--- config.mk ---
export PLATFORM = sky130hd
export DESIGN_NAME = nvstore_ctrl
export DESIGN_NICKNAME = d
export VERILOG_FILES = /design/src/rtl/nvstore_ctrl.sv
export SDC_FILE = /design/constraint.sdc
export NUM_CORES = 1
export LEC_CHECK = 0
export ABC_AREA = 1
export CORE_MARGIN = 2
export CORE_UTILIZATION = 25
export CTS_CLUSTER_SIZE = 16
export DETAILED_ROUTE_END_ITERATION = 8
export DONT_BUFFER_PORTS = 1
export PLACE_DENSITY = 0.4
export SKIP_LAST_GASP = 1
export SYNTH_ARGS = -nofsm -noshare
export SYNTH_HDL_FRONTEND = slang
export SYNTH_SLANG_ARGS = --single-unit
--- constraint.sdc ---
create_clock -name clk -period 3.2 [get_ports clk]
set_input_delay 0.32 -clock clk [delete_from_list [all_inputs] [get_ports clk]]
set_output_delay 0.32 -clock clk [all_outputs]
set_load 0.05 [all_outputs]
--- src/rtl/nvstore_ctrl.sv ---
module nvstore_ctrl #(
  parameter int ADDR_W  = 7,
  parameter int WCYC    = 20,
  parameter int ARM_WIN = 4,
  parameter int HOLDOFF = 64
) (
  input  logic       clk,
  input  logic       rst_n,
  input  logic [1:0] reg_sel,
  input  logic [7:0] wdata,
  input  logic       wen,
  output logic [7:0] rdata,
  output logic       irq
);
  localparam int DEPTH = 1 << ADDR_W;
  localparam int CW = $clog2(WCYC + 1);
  localparam int HW = $clog2(HOLDOFF + 1);
  localparam int AW = $clog2(ARM_WIN + 1);

  typedef enum logic [1:0] {UL_IDLE, UL_HALF, UL_ARMED} ul_t;

  logic [7:0]        mem [DEPTH];
  logic [ADDR_W-1:0] addr_q, wa_q;
  logic [7:0]        data_q, wd_q;
  logic              rd_q, wr_q, wen_q, err_q, done_q;
  logic [CW-1:0]     cnt_q;
  logic [HW-1:0]     hold_q;
  logic [AW-1:0]     arm_q;
  ul_t               ul_q;

  wire ctrl_wr = wen && reg_sel == 2'd2;
  wire req_wr  = ctrl_wr && wdata[1];
  wire start   = req_wr && wen_q && ul_q == UL_ARMED && hold_q == '0 && !wr_q;
  wire finish  = wr_q && cnt_q == '0;

  always_ff @(posedge clk or negedge rst_n)
    if (!rst_n) begin
      ul_q  <= UL_IDLE;
      arm_q <= '0;
    end else if (wen) begin
      if (reg_sel == 2'd3 && wdata == 8'h55 && ul_q == UL_IDLE)
        ul_q <= UL_HALF;
      else if (reg_sel == 2'd3 && wdata == 8'hAA && ul_q == UL_HALF) begin
        ul_q  <= UL_ARMED;
        arm_q <= AW'(ARM_WIN - 1);
      end else
        ul_q <= UL_IDLE;
    end else if (ul_q == UL_ARMED) begin
      if (arm_q == '0) ul_q <= UL_IDLE;
      else arm_q <= arm_q - 1'b1;
    end

  always_ff @(posedge clk or negedge rst_n)
    if (!rst_n) hold_q <= HW'(HOLDOFF);
    else if (hold_q != '0) hold_q <= hold_q - 1'b1;

  always_ff @(posedge clk or negedge rst_n)
    if (!rst_n) begin
      addr_q <= '0; data_q <= '0; wa_q <= '0; wd_q <= '0; cnt_q <= '0;
      rd_q <= 1'b0; wr_q <= 1'b0; wen_q <= 1'b0; err_q <= 1'b0; done_q <= 1'b0;
    end else begin
      rd_q <= ctrl_wr && wdata[0] && !wr_q;
      if (wen && reg_sel == 2'd0) addr_q <= wdata[ADDR_W-1:0];
      if (rd_q) data_q <= mem[addr_q];
      else if (wen && reg_sel == 2'd1) data_q <= wdata;
      if (ctrl_wr) wen_q <= wdata[2];
      if (ctrl_wr && wdata[3]) err_q <= 1'b0;
      if (req_wr && !start && !wr_q) err_q <= 1'b1;
      if (ctrl_wr && wdata[4]) done_q <= 1'b0;
      if (finish) done_q <= 1'b1;
      if (start) begin
        wr_q  <= 1'b1;
        wa_q  <= addr_q;
        wd_q  <= data_q;
        cnt_q <= CW'(WCYC - 1);
      end else if (finish)
        wr_q <= 1'b0;
      else if (wr_q)
        cnt_q <= cnt_q - 1'b1;
    end

  always_ff @(posedge clk)
    if (finish) mem[wa_q] <= wd_q;

  always_comb
    case (reg_sel)
      2'd0:    rdata = 8'(addr_q);
      2'd1:    rdata = data_q;
      2'd2:    rdata = {3'b000, done_q, err_q, wen_q, wr_q, rd_q};
      default: rdata = 8'h00;
    endcase

  assign irq = done_q;

  a_r2_rd_pulse: assert property (@(posedge clk) disable iff (!rst_n) rd_q |=> !rd_q);
  a_r11_no_rd_busy: assert property (@(posedge clk) disable iff (!rst_n) wr_q |=> !rd_q);
  a_r6_start_wen: assert property (@(posedge clk) disable iff (!rst_n) $rose(wr_q) |-> $past(wen_q));
  a_r12_holdoff: assert property (@(posedge clk) disable iff (!rst_n) $rose(wr_q) |-> $past(hold_q == '0));
  a_r4_done_at_end: assert property (@(posedge clk) disable iff (!rst_n) $fell(wr_q) |-> done_q);
  a_r8_done_sticky: assert property (@(posedge clk) disable iff (!rst_n)
    (done_q && !ctrl_wr) |=> done_q);
  a_r7_wen_kept: assert property (@(posedge clk) disable iff (!rst_n)
    (wen_q && !ctrl_wr) |=> wen_q);
  a_r10_target_stable: assert property (@(posedge clk) disable iff (!rst_n)
    wr_q |=> $stable(wa_q) && $stable(wd_q));
endmodule

# Word-level counts from Yosys, hierarchy flattened
# Memory sizes are Yosys's and may differ from the RTL's.
# Index checks and enable logic that the tools add are counted.
# Widths: inputs -> output; s select.
[totals] register_bits=52 ram_bits=1024 inputBits=13 out_inout_bits=9 wordCells=89 n_memories=1
[classes] add_sub_neg=3 eq_ne=11 muxes=24 n_reduce_logical=37
[memory_table] memory="mem" depth=128 word_bits=8 read_ports=1 rd_clocked_by_memory_dff=0 write_ports=1 line_no="22" rtl="logic [7:0] mem [DEPTH];"
[ops] operator="$pmux 8 s3" n=1
[ops] operator="$logic_and 1x1->1" n=19
[ops] operator="$mux 8" n=2
[ops] operator="$mux 3" n=5
[ops] operator="$mux 5" n=3
[ops] operator="$reduce_bool 2->1" n=7
[ops] operator="$mux 2" n=5
[ops] operator="$eq 8x7->1 const B" n=1
[ops] operator="$eq 8x8->1 const B" n=1
[ops] operator="$mux 1" n=8
[ops] operator="$logic_not 7->1" n=1
[ops] operator="$reduce_bool 7->1" n=1
[ops] operator="$sub 7x1->7 const B" n=1
[ops] operator="$eq 2x2->1 const B" n=3
[ops] operator="$ne 2x2->1 const B" n=3
[ops] operator="$logic_not 5->1" n=1
[ops] operator="$sub 5x1->5 const B" n=1
[ops] operator="$eq 2x1->1 const B" n=2
[ops] operator="$logic_not 2->1" n=2
[ops] operator="$reduce_and 2->1" n=2
[ops] operator="$reduce_and 4->1" n=1
[ops] operator="$logic_not 3->1" n=1
[ops] operator="$sub 3x1->3 const B" n=1
[ops] operator="$logic_not 1->1" n=2
[ops] operator="$ne 2x1->1 const B" n=1

# Longest topological paths before layout
# Gate-level depths: netlist of run 1.
[depth] word_depth=11 mapped_depth=14 ltp_nobuf=11

# Worst setup path after synthesis of run 1
# No wires, ideal clock.
[synth_timing] path_kind="register to register" from="reg wd_q[0]" to="mem mem[0][0], data pin" setup_time_ns=0.503 arrival_ns=1.743 required_ns=2.697 slack_ns=0.954 path_stages_with_launch=1 path_buffers=0 synth_period_minus_slack_ns=2.246 path_cell_list="dfrtp_1"
[synth_lines] item="start: declaration" line_no="24" rtl="logic [7:0] data_q, wd_q;"
[synth_lines] item="start signal: assignment" line_no="74" rtl="wd_q <= data_q;"
[synth_lines] item="end: declaration" line_no="22"
# No word-level cell before the write port.

# Worst setup path after layout of run 1
[layout_timing] from="reg addr_q[0]" to="out rdata[0]"
[layout_between] elab_chain_cells=1
[layout_rtl] item="start: declaration" line_no="23" rtl="logic [ADDR_W-1:0] addr_q, wa_q;"
[layout_rtl] item="start signal: assignment" line_no="63" rtl="if (wen && reg_sel == 2'd0) addr_q <= wdata[ADDR_W-1:0];"
[layout_rtl] item="$pmux 8 s3" line_no="86" rtl="case (reg_sel)"
[layout_rtl] item="end: declaration" line_no="12" rtl="output logic [7:0] rdata,"
# Every way passes these cells.

==> results.md, run 1 <==
* Power Density at ~640 nW/µm²
* Drt pass-1 iters at 5
* Post-DP HPWL at roughly 80,000 µm
* Crit-path max FO at between 100 and 150
* Critical Path Stages at 4
* Setup TNS Final at 0 ns
* Most common cell after layout, fill and taps aside: nand2_1
* GRT met2 Usage at between 20% and 30%
* Initial drt markers at 2,157
* Register area at ~32,000 µm²
* Rows at 154
* Met1 usage at between 20% and 30%
* Synth area leader: edfxtp_1
* Die height at between 400 and 500 µm
* Port bufs at 0
* Starting density of the core at 25.17%
* Layout cells sized above 1 at approximately a tenth
* Ports at 22
* Slew HR at between 30% and 40%
* Core area at about 180,000 µm²
* RSZ-0062 raised after global routing: false
* Max stage delay cell, worst path: dfrtp_4
* Wire per inst at between 20 and 25 µm
* CP required at around 2.9 ns
* Filler cells at about 18,000
* Hold Crit Class: in -> reg
* Area growth syn-to-layout at 17.08%
* Crit end category: output port
* H-Tree Depth at 3
* Critical path buffers and inverters at 3
* Avg Vias per Cell at roughly 4.5
* Synth cell types at 32
* Setup violators final at 0
* Leakage Power at roughly 18 nW
* Post-route ant nets at 0
* Yosys top cell area share at a little over two thirds
* Syn Nets at ~3,800
* Peak supply drop at 501.1 µV
* Final Max Tran Viols at 0
* Post_cts resized at 0
* Min Clock Period, post-route at 2.841 ns
* Die width at 425.1 µm
* FMAX at roughly 350 MHz
* Multi-input combinational cell area at 10,640 µm²
* YS warnings at 0
* Worst r2r path cells at 13
* Antenna violations before repair at 1
* Root buf cell: clkbuf_16
* Post-synthesis sequential area ratio at 72.31%
* Critical Path Max Stage Delay at around 0.57 ns
* Reg clk slew, reported paths at 0.06 ns
* Worst-Margin Slew at approximately 1.0 ns
* Post-Synthesis Cells at approximately 3,800
* CTS Buf Count at between 100 and 150
* Die area at around 180,000 µm²
* CP Class: reg -> out
* Top Usage Layer GRT: met2
* CTS Buffer Depth at 3
* Synthesized area at 44,330 µm²
* Synth top area cells: edfxtp_1, nand3_1, nand2_1, dfrtp_1, nor2_1
* RD Place Congestion at a little over 0.8
* Hold Fails Final Rpt at 0
* Max Cap Viol at 0
* GRT Util Overall at around 15%
* First-pass GRT wire length at around 200,000 µm
* # diodes at 0
* Vias in the first global route at about 28,000
* Clk_lat worst skew at 0.75 ns
* Largest net degree at the start of global routing at 120
* Status: completed
* Overflow left after global routing at 0
* Met3 Track Usage GR at under 10%
* Via count at ~29,000
* # clock sinks at roughly 1,100
* CTS tree: yes
* Most frequent cells in the layout: nand2_1, edfxtp_1, nand3_1, buf_4, nor2_1
* FF+latch count, synth at 1,076
* Critical Path AT at around 2.5 ns
* Final net count at 3,975
* Period Utilization, post-route at 88.78%
* Crit-path cells: clkinv_16 -> buf_12 -> o221ai_1 -> buf_4
* Final Skew at between 0.03 and 0.04 ns
* Hold slack at 0.09155 ns
* Drt total wl at 135,900 µm
* # DRC at 0
* Type of origin of the critical path: flop
* WHS Path Cells at 3
* Delay-heaviest family, CP: buffers and inverters
* Avg Inst Size Synth at ~12 µm²
metrics by stage:
stage / power, mW / utilization (%) / instances / worst slack, ns / area, µm²
CTS: 33.58 / 29.47 / 6391 / 0.2173 / 51900
finish: 33.14 / 29.47 / 6391 / 0.3592 / 51900
global placement: 20.60 / 27.33 / 6158 / 0.3857 / 48120
floorplan: 18.81 / - / 3811 / 0.9541 / 44330
detailed placement: 20.57 / 27.33 / 6158 / 0.3880 / 48120
global route: 34.50 / 29.47 / 6391 / 0.1978 / 51900
per-layer routing:
layer,wire (µm),part of all wire [%],vias to the layer above
li1,-,-,13730
met1,63170,46,14450
met2,64250,47,568
met3,5109,3.8,190
met4,3358,2.5,0
met5,0,0,-
repair_timing:
| item | in CTS | in global routing |
|---|---|---|
| hold endpoints to repair | 78 | 0 |
| hold buffers | 20 | 0 |
| buffers inserted | 0 | 0 |
cell families after synthesis:
group                    count (synthesis)  synth area share (%)
flip-flops                            1076                 72.31
adder cells (fa/ha/maj)                  6                0.1694
AND/OR/NAND/NOR                       2373                 22.91
XOR/XNOR                                 2               0.03953
buffers and inverters                  287                 3.746
AO/OA/AOI/OAI                           67                0.8299
tightest hold or removal path: cells and delay by family:
kind             cells  cell delay, ns
AO/OA/AOI/OAI        2            0.25
AND/OR/NAND/NOR      1            0.22
registers in the layout, indices dropped and copies added (netlist names), 2 cells and up:
signal and count:
data_q 8, arm_q 3, hold_q 7, addr_q 7, wd_q 8, mem 1024, ul_q 2, cnt_q 5
wa_q 7
final cells by class:
type | instances | area share [%]
Sequential cell | 1076 | 61.84
Multi-Input combinational cell | 2448 | 20.50
Clock buffer | 145 | 5.803
Tap cell | 2340 | 5.642
Timing Repair Buffer | 266 | 4.749
Clock inverter | 68 | 1.046
Inverter | 48 | 0.4171
power breakdown:
part / switching, mW / internal, mW
clock: 5.77 / 7.14
sequential: 0.0963 / 15.2
combinational: 3.52 / 1.39
total: 9.38 / 23.8
Yosys cell counts:
cell type  instances
o211ai_1           3
nor2_1           160
dfrtp_1           51
buf_2            118
or2_2              1
xnor2_1            1
a21oi_1           16
nand2_1         1228
inv_2              1
nand3_1          970
o21ai_1            1
a32o_1             1
edfxtp_1        1024
o221ai_1           3
o21ai_0           38
nor4_1             3
buf_4             14
buf_6             50
nor3b_1            1
nor3_1             5
o22ai_1            3
ha_1               6
buf_1             12
o31ai_1            1
dfstp_2            1
inv_8              1
o21a_1             1
inv_1             44
clkinv_1           2
xor2_1             1
clkbuf_1          45
nand4_1            5
path summary, 6_finish.rpt:
check,startpoint,endpoint,slack [ns]
max in group asynchronous,rst_n,hold_q[6],2.75
setup reg to reg,addr_q[0],data_q[1],0.37
min in group asynchronous,rst_n,wd_q[4],0.16
hold reg to reg,hold_q[0],hold_q[0],0.46
setup / recovery,addr_q[0],rdata[0],0.36
hold / removal,wen,data_q[1],0.09
(Power assumes the default switching activity.)
==> inputs of run 2 (changes only) <==
--- a/config.mk
+++ b/config.mk
@@ -11,6 +11,7 @@
 export CTS_CLUSTER_SIZE = 16
 export DETAILED_ROUTE_END_ITERATION = 8
 export DONT_BUFFER_PORTS = 1
+export MAX_ROUTING_LAYER = met4
 export PLACE_DENSITY = 0.4
 export SKIP_LAST_GASP = 1
 export SYNTH_ARGS = -nofsm -noshare
==> constraint.sdc (replaced) <==
create_clock -name clk -period 3.2 [get_ports clk]
set_input_delay 0.32 -clock clk [delete_from_list [all_inputs] [get_ports clk]]
set_output_delay 0.32 -clock clk [all_outputs]
set_load 0.1 [all_outputs]
==> results.md, run 2 (synthesis gave the netlist of run 1 again) <==
* Switching share of power at 28.37% (was 28.32%)
* Worst r2r path cells at 11 (was 13)
* CP Class: reg -> out (unchanged)
* Drt total wl at 137,300 µm (was 135,900 µm)
* Starting density of the core at 25.17% (unchanged)
* Root buf cell: clkbuf_16 (unchanged)
* CTS tree: yes (unchanged)
* Power Internal at 23.81 mW (was 23.75 mW)
* Setup TNS Final at 0 ns (unchanged)
* # clock sinks at 1,076 (unchanged)
* Vias in the first global route at 28,750 (was 28,490)
* RSZ-0062 raised after global routing: false (unchanged)
* Power Density at 638.4 nW/µm² (was 638.5 nW/µm²)
* Setup violators final at 0 (unchanged)
* CTS Buf Count at 118 (was 116)
* Post-route ant nets at 0 (unchanged)
* Initial drt markers at 2,238 (was 2,157)
* Critical Path AT at 2.64 ns (was 2.52 ns)
* Die height at 425.1 µm (unchanged)
* Max Cap Viol at 0 (unchanged)
* Avg Vias per Cell at 4.536 (was 4.528)
* Reg clk slew, reported paths at 0.06 ns (about the same)
* RD Place Congestion at 0.8133 (was 0.8291)
* Peak supply drop at 428.2 µV (was 501.1 µV)
* First-pass GRT wire length at 203,100 µm (was 200,800 µm)
* Status: completed (unchanged)
* Layout cells sized above 1 at 10.80% (was 10.42%)
* Antenna violations before repair at 2 (was 1)
* Crit-path max FO at 42 (was 110)
* Min Clock Period, post-route at 2.956 ns (was 2.841 ns)
* Die area at 180,700 µm² (unchanged)
* Final Skew at 0.03830 ns (was 0.03190 ns)
* Multi-input combinational cell area at 10,670 µm² (was 10,640 µm²)
* Core area at 176,100 µm² (unchanged)
* Type of origin of the critical path: flop (unchanged)
* Register area at 32,090 µm² (unchanged)
* Area growth syn-to-layout at 17.46% (was 17.08%)
* CTS Buffer Depth at 3 (unchanged)
* Clk_lat worst skew at 0.76 ns (was 0.75 ns)
* Filler cells at 18,160 (was 18,080)
* Largest registers: mem: 1024 flops, data_q: 8 flops, wd_q: 8 flops (unchanged)
* Port bufs at 0 (unchanged)
* Clock share of power at 38.8% (was 39.0%)
* Tot Pwr at 33.24 mW (was 33.14 mW)
* Max reg flops at 1,024 (unchanged)
* CP required at 2.88 ns (about the same)
* Leakage Power at 17.86 nW (was 17.78 nW)
* Overflow left after global routing at 0 (unchanged)
* Final Max Tran Viols at 0 (unchanged)
* Net Sw Power at 9.432 mW (was 9.384 mW)
* # DRC at 0 (unchanged)
* H-Tree Depth at 3 (unchanged)
* Rows at 154 (unchanged)
* Slew HR at 40.34% (was 30.01%)
* Crit end category: output port (unchanged)
* Reg power frac at 46.2% (was 46.3%)
* Ports at 22 (unchanged)
* Via count at 29,020 (was 28,940)
* Hold Crit Class: in -> reg (unchanged)
* Post-DP HPWL at 81,020 µm (was 79,630 µm)
* Worst-Margin Slew at 0.8949 ns (was 1.050 ns)
* FMAX at 338.3 MHz (was 352.0 MHz)
* Hold Fails Final Rpt at 0 (unchanged)
* Largest net degree at the start of global routing at 90 (was 120)
* Wire per inst at 21.47 µm (was 21.26 µm)
* Final net count at 3,977 (was 3,975)
* Most common cell after layout, fill and taps aside: nand2_1 (unchanged)
* Period Utilization, post-route at 92.37% (was 88.78%)
* Most frequent cells in the layout: nand2_1, edfxtp_1, nand3_1, buf_4, nor2_1 (unchanged)
* Die width at 425.1 µm (unchanged)
* WHS Path Cells at 2 (was 3)
* GRT Util Overall at 15.54% (was 14.86%)
* Drt pass-1 iters at 5 (unchanged)
* Combinational power share at 15.0% (was 14.8%)
* Most flops, register: mem (unchanged)
==> run 2: metal layers <==
layer / routed length, µm / up-vias / track usage (%)
met1: 64100 / 14510 / 21.18
met2: 64400 / 596 / 24.43
met5: 0 / - / -
met3: 5533 / 186 / 2.090
li1: - / 13730 / -
met4: 3305 / 0 / 3.830
==> run 2: metrics by stage <==
step / hold slack [ns] / util (%) / worst slack (ns) / instance area (µm²) / cells
final: 0.08184 / 29.56 / 0.2441 / 52070 / 6398
after global routing: 0.003208 / 29.56 / 0.1586 / 52060 / 6397
after CTS: 0.01040 / 29.56 / 0.2049 / 52060 / 6397
after detailed placement: 0.02536 / 27.40 / 0.4208 / 48250 / 6158
after global placement: 0.02565 / 27.40 / 0.4449 / 48250 / 6158
after floorplan: 0.02441 / - / 0.4769 / 44330 / 3811
==> run 2: worst max-delay path: stages, from the launching register on <==
cell and delay [ns]:
dfrtp_2 0.76, inv_2 0.12, buf_12 0.22, o211ai_1 0.49
buf_16 0.23
==> run 2: path summary, 6_finish.rpt <==
check	start	endpoint	slack, ns
max reg2reg	addr_q[1]	data_q[7]	0.45
max	addr_q[3]	rdata[3]	0.24
min	wdata[0]	data_q[0]	0.08
max in group asynchronous	rst_n	hold_q[6]	2.74
min reg2reg	hold_q[0]	hold_q[0]	0.48
min in group asynchronous	rst_n	addr_q[2]	0.15
==> run 2: layout make-up <==
cell class / count / area share [%]
timing repair buffer: 266 / 4.907
antenna: 1 / 0.004806
clock inverter: 66 / 0.8675
clock buffer: 153 / 6.044
sequential: 1076 / 61.64
multi-input combinational: 2448 / 20.50
tap: 2340 / 5.623
inverter: 48 / 0.4157
==> run 2: what timing repair did <==
| action | CTS | global route |
|---|---|---|
| hold buffers | 20 | 0 |
| setup buffers | 0 | 0 |
| hold endpoints to repair | 73 | 0 |
| endpoints found under the setup margin | 0 | 0 |
| resized for setup | 0 | 0 |
==> run 2: power by group through the flow <==
stage	Sequential, mW	Clock, mW	Combinational, mW
2_1_floorplan	15.5	0	3.31
3_3_place_gp	15.6	0	5.04
3_5_place_dp	15.6	0	5.02
4_1_cts	15.3	13.3	5.08
5_1_grt	15.3	13.8	5.55
6_report	15.3	12.9	4.98
==> inputs of run 3 (changes only) <==
--- a/config.mk
+++ b/config.mk
@@ -13,6 +13,7 @@
 export DONT_BUFFER_PORTS = 1
 export MAX_ROUTING_LAYER = met4
 export PLACE_DENSITY = 0.4
+export REMOVE_ABC_BUFFERS = 1
 export SKIP_LAST_GASP = 1
 export SYNTH_ARGS = -nofsm -noshare
 export SYNTH_HDL_FRONTEND = slang
==> results.md, run 3 (synthesis gave the netlist of run 1 again) <==
* Vias in the first global route at 28,440 (was 28,750)
* Critical Path Max Stage Delay at 0.61 ns (was 0.76 ns)
* Via count at 29,030 (was 29,020)
* Largest registers: mem: 1024 flops, data_q: 8 flops, wd_q: 8 flops (unchanged)
* Drt pass-1 iters at 6 (was 5)
* Power Density at 665.1 nW/µm² (was 638.4 nW/µm²)
* GRT Util Overall at 15.92% (was 15.54%)
* FMAX at 350.0 MHz (was 338.3 MHz)
* Met2 wire len at 65,710 µm (was 64,400 µm)
* Die height at 425.1 µm (unchanged)
* Most common cell after layout, fill and taps aside: nand2_1 (unchanged)
* Wire per inst at 21.93 µm (was 21.47 µm)
* Die width at 425.1 µm (unchanged)
* Min-Delay Startpoint: wen (was wdata[0])
* Worst r2r path cells at 13 (was 11)
* Setup violators final at 0 (unchanged)
* # clock sinks at 1,076 (unchanged)
* Crit end category: output port (unchanged)
* Final net count at 3,976 (was 3,977)
* Reg power frac at 43.9% (was 46.2%)
* Post-CTS setup buffers at 0 (unchanged)
* Die area at 180,700 µm² (unchanged)
* CTS Buf Count at 130 (was 118)
* RSZ-0062 raised after global routing: false (unchanged)
* Worst-Margin Slew at 0.8211 ns (was 0.8949 ns)
* Peak supply drop at 599.4 µV (was 428.2 µV)
* Most frequent cells in the layout: nand2_1, edfxtp_1, nand3_1, buf_4, nor2_1 (unchanged)
* Post_cts resized at 0 (unchanged)
* Most flops, register: mem (unchanged)
* Layout Cells excl Fill at 6,408 (was 6,398)
* CP Class: reg -> out (unchanged)
* Net Sw Power at 9.681 mW (was 9.432 mW)
* RD Place Congestion at 0.8295 (was 0.8133)
* Avg Vias per Cell at 4.530 (was 4.536)
* Period Utilization, post-route at 89.29% (was 92.37%)
* Reg2reg end: data_q[3] (was data_q[7])
* Hold Crit Class: in -> reg (unchanged)
* # DRC at 0 (unchanged)
* Power Internal at 25.25 mW (was 23.81 mW)
* Slew HR at 44.84% (was 40.34%)
* CTS Buffer Depth at 3 (unchanged)
* First-pass GRT wire length at 205,000 µm (was 203,100 µm)
* WHS Path Cells at 3 (was 2)
* Critical Path AT at 2.54 ns (was 2.64 ns)
* Met1 WL at 65,620 µm (was 64,100 µm)
* Detailed-routed wire length on met3 at 5357 µm (was 5533 µm)
* Crit-path max FO at 86 (was 42)
* Hold Fails Final Rpt at 0 (unchanged)
* Drt total wl at 140,500 µm (was 137,300 µm)
* Setup WS post-layout at 0.3426 ns (was 0.2441 ns)
* CTS Hold Buffers Added at 17 (was 20)
* Leakage Power at 18.02 nW (was 17.86 nW)
* Rows at 154 (unchanged)
* Port bufs at 0 (unchanged)
* Area growth syn-to-layout at 18.48% (was 17.46%)
* CTS tree: yes (unchanged)
* R2R Setup Slk at 0.35 ns (was 0.45 ns)
* Antenna violations before repair at 7 (was 2)
* Top sig layer: met4 (unchanged)
* CP required at 2.88 ns (about the same)
* Max reg flops at 1,024 (unchanged)
* Core area at 176,100 µm² (unchanged)
* Reg clk slew, reported paths at 0.06 ns (about the same)
* Tot Pwr at 34.93 mW (was 33.24 mW)
* Clock share of power at 41.8% (was 38.8%)
* Max Cap Viol at 0 (unchanged)
* Ports at 22 (unchanged)
* Largest net degree at the start of global routing at 109 (was 90)
* Type of origin of the critical path: flop (unchanged)
* Post-route ant nets at 0 (unchanged)
* Combinational power share at 14.4% (was 15.0%)
* Switching share of power at 27.71% (was 28.37%)
* Worst hold path endpoint: addr_q[1] (was data_q[0])
* Crit-path cells: clkinv_16 -> buf_4 -> o221ai_2 -> buf_4 (was inv_2 -> buf_12 -> o211ai_1 -> buf_16)
* Initial drt markers at 2,580 (was 2,238)
* Min Clock Period, post-route at 2.857 ns (was 2.956 ns)
* Post-DP HPWL at 83,030 µm (was 81,020 µm)
* Max stage delay cell, worst path: dfrtp_4 (was dfrtp_2)
* H-Tree Depth at 4 (was 3)
* Clk_lat worst skew at 0.78 ns (was 0.76 ns)
* Critical path's most frequent cell: buf_4
* Status: completed (unchanged)
* Setup WS pre-CTS at 0.4186 ns (was 0.4208 ns)
* Layout cells sized above 1 at 10.84% (was 10.80%)
* Reg-to-Reg Start: addr_q[0] (was addr_q[1])
* Root buf cell: clkbuf_16 (unchanged)
* Final Skew at 0.03255 ns (was 0.03830 ns)
* Overflow left after global routing at 0 (unchanged)
* Placed Cells at 6,148 (was 6,158)
* Starting density of the core at 25.17% (unchanged)
* Final Max Tran Viols at 0 (unchanged)
[run 3: changes by cell type in the layout (fill, tap and decap cells not counted), moves of 2 or more]
cell | before | now
clkinv_2 | 27 | 14
bufinv_16 | 3 | 10
clkbuf_1 | 31 | 42
diode_2 | 1 | 10
buf_4 | 208 | 200
clkinv_8 | 2 | 4
clkbuf_16 | 120 | 135
buf_12 | 36 | 34
clkinv_1 | 29 | 20
dlygate4sd3_1 | 19 | 16
[run 3: critical path: cells and delay by family, from the launching register on]
kind / cells / cell delay [ns]
compound gates: 1 / 0.20
flops: 1 / 0.61
buf+inv: 3 / 0.93
[run 3: cell type report]
class	count	area [µm²]
diodes	10	25.02
clock buffers	179	3563
clock inverters	54	593.1
fillers	18090	123600
inverters	48	216.5
multi-input cells	2448	10670
flip-flops and latches	1076	32090
well taps	2340	2928
repair buffers	253	2425
[run 3: worst max path at each step]
stage	startpoint	endpoint	slack [ns]
2_1_floorplan	addr_q[0]	rdata[0]	-11.88
3_3_place_gp	addr_q[0]	data_q[3]	0.45
3_5_place_dp	addr_q[0]	data_q[3]	0.42
4_1_cts	addr_q[0]	rdata[0]	0.19
5_1_grt	addr_q[0]	rdata[0]	0.20
6_report	addr_q[0]	rdata[0]	0.34
[run 3: layer usage]
layer | vias up | track usage, %
met5 | - | -
met4 | 0 | 4.758
met3 | 193 | 1.986
met2 | 637 | 24.98
met1 | 14460 | 21.53
li1 | 13740 | -
[run 3: stage by stage]
stage                     setup TNS, ns  instance area, µm²  util, %  hold WS (ns)
final                                 0               52520    29.82        0.1225
after global routing                  0               52500    29.81        0.1149
after CTS                             0               52490    29.81       0.06620
after detailed placement              0               48150    27.34       0.02558
after global placement                0               48150    27.34       0.02562
after floorplan                 -131.13               42850        -       0.02441
[run 3: power by group through the flow]
stage          logic [mW]  clock network, mW  registers [mW]
4_1_cts              5.09               15.0            15.3
2_1_floorplan        3.56                  0            15.9
5_1_grt              5.55               15.5            15.3
3_3_place_gp         5.06                  0            15.6
6_report             5.01               14.6            15.3
3_5_place_dp         5.04                  0            15.6
